[src/rtl/bfield_pkg.sv]
package bfield_pkg;

  // Instruction and field geometry fixed by the encoding
  localparam int INSN_W = 32;
  localparam int IDX_W  = 4;
  localparam int POS_W  = 5;
  localparam int DATA_W = 1 << POS_W;

  localparam logic [11:0]      OPC_TOP  = 12'hF36;
  localparam logic [IDX_W-1:0] IDX_PC   = 4'hF;

  typedef struct packed {
    logic             matched;
    logic             is_clear;
    logic [IDX_W-1:0] dest;
    logic [IDX_W-1:0] src;
    logic [POS_W-1:0] lo;
    logic [POS_W-1:0] hi;
    logic             bad_range;
    logic             bad_reg;
  } fld_dec_t;

endpackage

[src/rtl/bfield_decode.sv]
module bfield_decode
  import bfield_pkg::*;
(
  input  logic [INSN_W-1:0] insn,
  output fld_dec_t          dec
);

  logic [IDX_W-1:0] src_f;
  logic [IDX_W-1:0] dst_f;
  logic [POS_W-1:0] lo_f;
  logic [POS_W-1:0] hi_f;
  logic             opc_ok;
  logic             clr;

  always_comb begin
    opc_ok = (insn[31:20] == OPC_TOP) && !insn[15] && !insn[5];
    src_f  = insn[19:16];
    dst_f  = insn[11:8];
    lo_f   = {insn[14:12], insn[7:6]};
    hi_f   = insn[4:0];
    clr    = (src_f == IDX_PC);
  end

  always_comb begin
    dec.matched   = opc_ok;
    dec.is_clear  = clr;
    dec.dest      = dst_f;
    dec.src       = src_f;
    dec.lo        = lo_f;
    dec.hi        = hi_f;
    dec.bad_range = (hi_f < lo_f);
    // the source index only counts for insert; for clear it is the selector
    dec.bad_reg   = (dst_f == IDX_PC) || (!clr && (src_f == IDX_PC));
  end

endmodule

[src/rtl/bfield_mask.sv]
module bfield_mask #(
  parameter int DATA_W = 32,
  parameter int POS_W  = $clog2(DATA_W)
) (
  input  logic [POS_W-1:0]  lo,
  input  logic [POS_W-1:0]  hi,
  output logic [DATA_W-1:0] mask
);

  // Per-bit range compare: no shift of a width count, so a 32-bit field cannot overflow
  for (genvar i = 0; i < DATA_W; i++) begin : g_bit
    assign mask[i] = (POS_W'(i) >= lo) && (POS_W'(i) <= hi);
  end

  always_comb begin
    if (hi >= lo) begin

      mask_width_chk: assert ($countones(mask) == (int'(hi) - int'(lo) + 1));
    end
    if ((lo == '0) && (hi == '1)) begin

      full_mask_chk: assert (mask == '1);
    end
  end

endmodule

[src/rtl/bfield_merge.sv]
module bfield_merge #(
  parameter int DATA_W = 32,
  parameter int POS_W  = $clog2(DATA_W)
) (
  input  logic              is_clear,
  input  logic [POS_W-1:0]  lo,
  input  logic [DATA_W-1:0] mask,
  input  logic [DATA_W-1:0] dest_val,
  input  logic [DATA_W-1:0] src_val,
  output logic [DATA_W-1:0] result
);

  logic [DATA_W-1:0] kept;
  logic [DATA_W-1:0] placed;

  always_comb begin
    kept   = dest_val & ~mask;
    placed = (src_val << lo) & mask;
    result = is_clear ? kept : (kept | placed);
  end

endmodule

[src/rtl/bfield_unit.sv]
module bfield_unit
  import bfield_pkg::*;
(
  input  logic              clk,
  input  logic              rst,
  input  logic              in_valid,
  input  logic [INSN_W-1:0] in_insn,
  input  logic [DATA_W-1:0] in_dest_val,
  input  logic [DATA_W-1:0] in_src_val,
  output logic              out_valid,
  output logic [IDX_W-1:0]  out_dest,
  output logic [DATA_W-1:0] out_data,
  output logic              out_we,
  output logic              out_unpred,
  output logic              out_unknown
);

  fld_dec_t          dec;
  logic [DATA_W-1:0] fmask;
  logic [DATA_W-1:0] merged;
  logic              unpred_c;
  logic              write_c;

  bfield_decode u_dec (
    .insn (in_insn),
    .dec  (dec)
  );

  bfield_mask #(.DATA_W(DATA_W), .POS_W(POS_W)) u_mask (
    .lo   (dec.lo),
    .hi   (dec.hi),
    .mask (fmask)
  );

  bfield_merge #(.DATA_W(DATA_W), .POS_W(POS_W)) u_merge (
    .is_clear (dec.is_clear),
    .lo       (dec.lo),
    .mask     (fmask),
    .dest_val (in_dest_val),
    .src_val  (in_src_val),
    .result   (merged)
  );

  always_comb begin
    unpred_c = dec.matched && (dec.bad_range || dec.bad_reg);
    write_c  = dec.matched && !unpred_c;
  end

  always_ff @(posedge clk) begin
    if (rst) begin
      out_valid   <= 1'b0;
      out_we      <= 1'b0;
      out_unpred  <= 1'b0;
      out_unknown <= 1'b0;
      out_dest    <= '0;
      out_data    <= '0;
    end else begin
      out_valid   <= in_valid;
      out_we      <= in_valid && write_c;
      out_unpred  <= in_valid && unpred_c;
      out_unknown <= in_valid && !dec.matched;
      if (in_valid) begin
        out_dest <= dec.dest;
        out_data <= write_c ? merged : '0;
      end
    end
  end


  unknown_no_we_chk: assert property (@(posedge clk) disable iff (rst)
    out_unknown |-> (!out_we && !out_unpred));


  unpred_no_we_chk: assert property (@(posedge clk) disable iff (rst)
    out_unpred |-> !out_we);


  pc_dest_no_we_chk: assert property (@(posedge clk) disable iff (rst)
    (out_valid && out_dest == IDX_PC) |-> !out_we);


  latency_chk: assert property (@(posedge clk) disable iff (rst)
    in_valid |=> out_valid);


  idle_quiet_chk: assert property (@(posedge clk) disable iff (rst)
    !in_valid |=> (!out_valid && !out_we && !out_unpred && !out_unknown));


  reset_clear_chk: assert property (@(posedge clk)
    rst |=> (!out_valid && !out_we && !out_unpred && !out_unknown));


  no_write_zero_chk: assert property (@(posedge clk) disable iff (rst)
    (out_valid && !out_we) |-> (out_data == '0));

endmodule

[config.mk]
export PLATFORM = sky130hd
export DESIGN_NAME = bfield_unit
export DESIGN_NICKNAME = d
export VERILOG_FILES = /design/src/rtl/bfield_pkg.sv /design/src/rtl/bfield_decode.sv /design/src/rtl/bfield_mask.sv /design/src/rtl/bfield_merge.sv /design/src/rtl/bfield_unit.sv
export SDC_FILE = /design/constraint.sdc
export NUM_CORES = 1
export LEC_CHECK = 0
export BUFFER_PORTS_ARGS = -buffer_cell sky130_fd_sc_hd__buf_4
export CAP_MARGIN = 40
export CORE_MARGIN = 1
export CORE_UTILIZATION = 53
export CTS_CLUSTER_DIAMETER = 100
export DETAILED_ROUTE_END_ITERATION = 10
export PLACE_DENSITY = 0.87
export RECOVER_POWER = 50
export SETUP_SLACK_MARGIN = 0.05
export SYNTH_ARGS = -nofsm -noshare
export SYNTH_HDL_FRONTEND = slang
export SYNTH_SLANG_ARGS = --single-unit
[constraint.sdc]
create_clock -name clk -period 3.2 [get_ports clk]
set_clock_uncertainty 0.05 [all_clocks]
set_input_delay 0.32 -clock clk [delete_from_list [all_inputs] [get_ports clk]]
set_output_delay 0.32 -clock clk [all_outputs]
set_load 0.005 [all_outputs]
### After elaboration in Yosys (flattened, before gate mapping)

Cells that the tools add are included.

| word-level totals | value |
|---|---|
| memory bits (writable) | 0 |
| bits in latches | 0 |
| word-level logic and storage cells | 125 |
| register bits | 40 |
| input port bits | 99 |
| output and inout port bits | 40 |
| memory bits (read-only) | 0 |
| memories | 0 |

| operators by class | value |
|---|---|
| add/sub/neg operators | 0 |
| equal/unequal tests | 3 |
| multiply operators | 0 |
| shift-type cells | 1 |
| bitwise logic cells | 4 |
| reduce and logical (&&, ||, !) cells | 44 |
| muxes and demuxes | 2 |
| order comparisons | 65 |
| divide/modulo/power cells | 0 |

Operators with widths:

| operator | count |
|---|---|
| 5-bit >= comparator, first input constant | 16 |
| 5-bit <= comparator, first input constant | 16 |
| 32-bit bitwise AND | 2 |
| 32-bit 2-to-1 mux | 2 |
| 4-bit by 5-bit >= comparator with 1-bit output, first input constant | 8 |
| 4-bit by 5-bit <= comparator with 1-bit output, first input constant | 8 |
| 1-bit logical AND | 39 |
| 32-bit NOT | 1 |
| 32-bit bitwise OR | 1 |
| 32-bit by 5-bit << shifter with 32-bit output | 1 |
| 3-bit by 5-bit >= comparator with 1-bit output, first input constant | 4 |
| 3-bit by 5-bit <= comparator with 1-bit output, first input constant | 4 |
| 12-bit == test, second input constant | 1 |
| 1-bit by 5-bit >= comparator with 1-bit output, first input constant | 2 |
| 2-bit by 5-bit >= comparator with 1-bit output, first input constant | 2 |
| 1-bit by 5-bit <= comparator with 1-bit output, first input constant | 2 |
| 2-bit by 5-bit <= comparator with 1-bit output, first input constant | 2 |
| 4-bit == test, second input constant | 2 |
| 5-bit < comparator | 1 |
| 1-bit zero test | 4 |
| 1-bit logical OR | 1 |

### Longest topological paths before layout

| logic depth | value |
|---|---|
| depth in word-level cells | 7 |
| gate-level depth with buffers | 11 |
| depth with buffers taken out | 8 |

### Hierarchy

From an unflattened synthesis, not the netlist that was laid out.

| second synthesis, totals | value |
|---|---|
| cells, all modules | 556 |
| area, all modules | 4794.6 um2 |

Modules (own cells, without submodules):

| module | sequential area each (um2) | area each (um2) | cells an instance | times used |
|---|---|---|---|---|
| bfield_merge | 0.0 | 2467.4 | 305 | 1 |
| bfield_unit | 800.8 | 1507.7 | 132 | 1 |
| bfield_mask | 0.0 | 503.0 | 77 | 1 |
| bfield_decode | 0.0 | 316.6 | 42 | 1 |

### Worst setup path after synthesis

OpenSTA, ideal clock, no wires.

| path | value |
|---|---|
| kind | input to register |
| start | input in_insn[12] |
| end | register out_data[22] |
| stages | 11 |
| library setup time | 132 ps |
| required time | 3018 ps |
| arrival | 2238 ps |
| slack | 780 ps |
| cells stage by stage | buf_4 > buf_6 > inv_1 > buf_1 > ha_1 > a21o_1 > a31oi_1 > o21ai_1 > nand2_1 > clkbuf_1 > o211ai_1 |

| between the ends | value |
|---|---|
| cells in the longest elaborated chain, start to end | 7 |

Ends and longest elaborated chain:

| element | RTL line | source |
|---|---|---|
| start: declaration | bfield_unit.sv:7 | `input logic [INSN_W-1:0] in_insn,` |
| 5-bit >= comparator | bfield_mask.sv:12 | `assign mask[i] = (POS_W'(i) >= lo) && (POS_W'(i) <= hi);` |
| 1-bit logical AND | bfield_mask.sv:12 |  |
| 32-bit NOT | bfield_merge.sv:17 | `kept = dest_val & ~mask;` |
| 32-bit bitwise AND | bfield_merge.sv:17 |  |
| 32-bit bitwise OR | bfield_merge.sv:19 | `result = is_clear ? kept : (kept \| placed);` |
| 32-bit 2-to-1 mux | bfield_merge.sv:19 |  |
| 32-bit 2-to-1 mux (*) | bfield_unit.sv:64 | `out_data <= write_c ? merged : '0;` |
| end signal: assignment | bfield_unit.sv:64 |  |
| end: declaration | bfield_unit.sv:12 | `output logic [DATA_W-1:0] out_data,` |

Mark *: on every way between the ends. The rest lies on a longest branch, timed or not.
A chain may end at the register's enable or synchronous reset.

### Final worst setup path

| path | value |
|---|---|
| start | input in_insn[6] |
| end | register out_data[23] |

Same word-level chain as after synthesis.

==> flow_summary.ini <==
[pwr]
leakagePower_uw = 0.00224
peakVddDrop_mv = 0.199
p_per_area_nw_per_um2 = 280

[placed_design]
place_hpwl_mm = 12.8
io_buffer_count = 138
place_congestion = 1.03

[sta]
min_period_ns = 2.48
fmax_mhz = 404
drv_slew = 0
maxSlewHeadroom_pct = 54.5
finalHoldViolations = 0
worst_pin_slew_ns = 0.677
rsz0062_at_grt = false
hold-worst-slack_ns = 0.213
period_share_pct = 77.4
tns_ns = 0
setup_violations = 0

[die]
fp.dieW_um = 93.9
die_area_sq_um = 8810
rows = 33
io_pins = 139
core_area_sq_um = 8180
fp.dieH_um = 93.9
start_util_pct = 54.7

[global_route]
grt.busiest_layer = met2
grt_pass1_wl_mm = 25.8
antenna_found_initial = 0
grt_use_met1_pct = 49.6
grt_use_met2_pct = 62.7
grt_max_degree = 46
grt-ovfl-total = 0
grt_pass1_vias = 4795
use_met3_pct = 7.36
groute.usage.overall_pct = 38.7

[yosys]
syn_nets = 616
netlist_instances = 513
yosysUniqueCellTypes = 73
seq_area_frac_synth_pct = 17.9
synth-edff-count = 0
yosysTopAreaCell = mux4_2
avgSynthCellArea_sq_um = 8.72
synthTopCellsByCount = nand2_1 (49), dfxtp_1 (40), mux4_2 (39), o21ai_0 (30), mux2i_1 (28)
syn-cell-area_sq_um = 4470
synth_top_area_share_pct = 19.6
synth_seq_cells = 40
async_flop_share_pct = 0
ys_top_cells_by_area = mux4_2 (20%), dfxtp_1 (18%), mux2i_1 (6.3%), nand2_1 (4.1%), o21ai_0 (3.4%)
synth.most_common_cell = nand2_1
synth-main-ff-cell = dfxtp_1
ys_warn_count = 0

[drt]
via_per_inst = 7.14
drcViolationCount = 0
wl_per_cell_um = 23.3
routed_wl_mm = 16.9
drtIter0Drc = 501
num_vias = 5185
ant_nets = 0
drt_pass1_iterations = 6

[critical_path]
cp_slowest_cell = mux4_2
reg2reg_from = out_data[24]
reg2reg_depth = 3
required_ns = 3.33
crit_family = compound AO/OA/AOI/OAI gates
rr_endpoint = out_data[24]
start_kind = primary input
reg2reg_slack_ns = 2.27
critPathArrivalTime_ns = 2.61
cp.depth = 6
cp_max_fo = 45
path_buf_inv = 1
slowest_delay_ns = 0.60
path_class = in2reg
crit_chain = buf_4 > mux4_2 > a222oi_1 > nor3_1 > a221oi_2 > o31ai_1
endpoint_kind = register

[clock_tree]
clkTransAtPathRegs_ns = 0.08
cts.sinks = 40
hold_buffers = 0
worstSkewPairLatency_ns = 0.30
cts_buffers = 5
ctsResizeCount = 0
clockRootBuffer = clkbuf_8
cts_setup_buffers = 0
h-tree-depth = 2
cts_tree = done
cts_buffer_depth = 2

[layout]
nets = 723
diodes = 0
drive_gt1_share_pct = 33.3
fillCellCount = 712
synthToLayoutAreaGrowth_pct = 24.2

[hold_path]
hp-start = in_dest_val[25]
hold_end = out_data[25]
hold_depth = 3
holdCritPathClass = in2reg

[flow_run]
drv_cap = 0

[outcome]
status = finished, final reports clean
==> cell families after synthesis <==
| family | after synthesis | share of synthesized area (%) |
|---|---|---|
| flip-flops | 40 | 17.9 |
| buffers and inverters | 62 | 6.99 |
| multiplexers | 79 | 30.0 |
| adder cells (fa/ha/maj) | 4 | 1.12 |
| AND/OR/NAND/NOR | 166 | 18.7 |
| AO/OA/AOI/OAI | 162 | 25.3 |
==> layout by cell type (no fill, tap or decap), types with 5 or more instances in the layout <==
master | synthesis | routed
a31oi_1 | 10 | 10
nor2_1 | 27 | 26
clkbuf_4 | 0 | 30
o31ai_1 | 11 | 11
buf_4 | 4 | 116
mux4_2 | 39 | 39
o21ai_0 | 30 | 30
a22oi_1 | 5 | 5
nand2_1 | 49 | 49
o21ai_1 | 5 | 5
a21oi_1 | 25 | 25
nand2b_1 | 6 | 6
o211ai_1 | 9 | 9
nand3_1 | 17 | 17
a32oi_1 | 8 | 8
and2_1 | 8 | 7
nor3_1 | 15 | 15
clkbuf_8 | 0 | 5
nand4_1 | 7 | 7
clkbuf_1 | 22 | 6
nor2b_1 | 11 | 11
a211oi_1 | 7 | 7
dfxtp_1 | 40 | 40
inv_1 | 9 | 9
mux2i_1 | 28 | 28
mux2_2 | 8 | 8
==> area by class of cell <==
class | instances | area [sq um] | share of cell area (%)
Tap cell | 105 | 131 | 2.36
Clock buffer | 6 | 72.6 | 1.31
Sequential cell | 40 | 801 | 14.4
Inverter | 11 | 41.3 | 0.743
Timing Repair Buffer | 151 | 1110 | 20.1
Clock inverter | 2 | 35.0 | 0.630
Multi-Input combinational cell | 411 | 3360 | 60.5
==> sequential cells by signal, indices dropped and copies added, names as in the netlist <==
name,cells
out_dest,4
out_unpred,1
out_data,32
out_valid,1
out_we,1
out_unknown,1
==> worst min-delay path, cell delays in order <==
cell and delay [ns]:
buf_4 0.08, a41oi_1 0.08, o31ai_1 0.05
==> report_power, final <==
group	internal [uW]	switching (uW)
Clock	232	188
Sequential	502	1.74
Combinational	285	349
Total	1020	539
==> worst max path at each step <==
stage / slack, ns / to / start
after global placement: 0.48 / out_data[23] / in_insn[6]
after floorplan: 0.78 / out_data[22] / in_insn[12]
after detailed placement: 0.46 / out_data[23] / in_insn[6]
final: 0.72 / out_data[23] / in_insn[6]
after global routing: 0.56 / out_data[23] / in_insn[6]
after CTS: 0.77 / out_data[23] / in_insn[6]
==> routing by layer <==
layer,wire (um),vias up
met3,2200,86
met2,7590,465
met5,0,-
met4,893,0
li1,-,2255
met1,6230,2379
==> through the flow <==
stage / utilization [%] / instances / power (uW) / instance area, sq um / worst slack [ns]
after floorplan: - / 513 / 897 / 4470 / 0.780
after global placement: 66.9 / 718 / 1120 / 5470 / 0.476
after detailed placement: 66.9 / 718 / 1130 / 5470 / 0.457
after CTS: 68.2 / 726 / 1530 / 5580 / 0.768
after global routing: 68.0 / 726 / 1610 / 5560 / 0.563
final: 68.0 / 726 / 1560 / 5560 / 0.722
No activity file was read; power rests on OpenSTA's default activity.
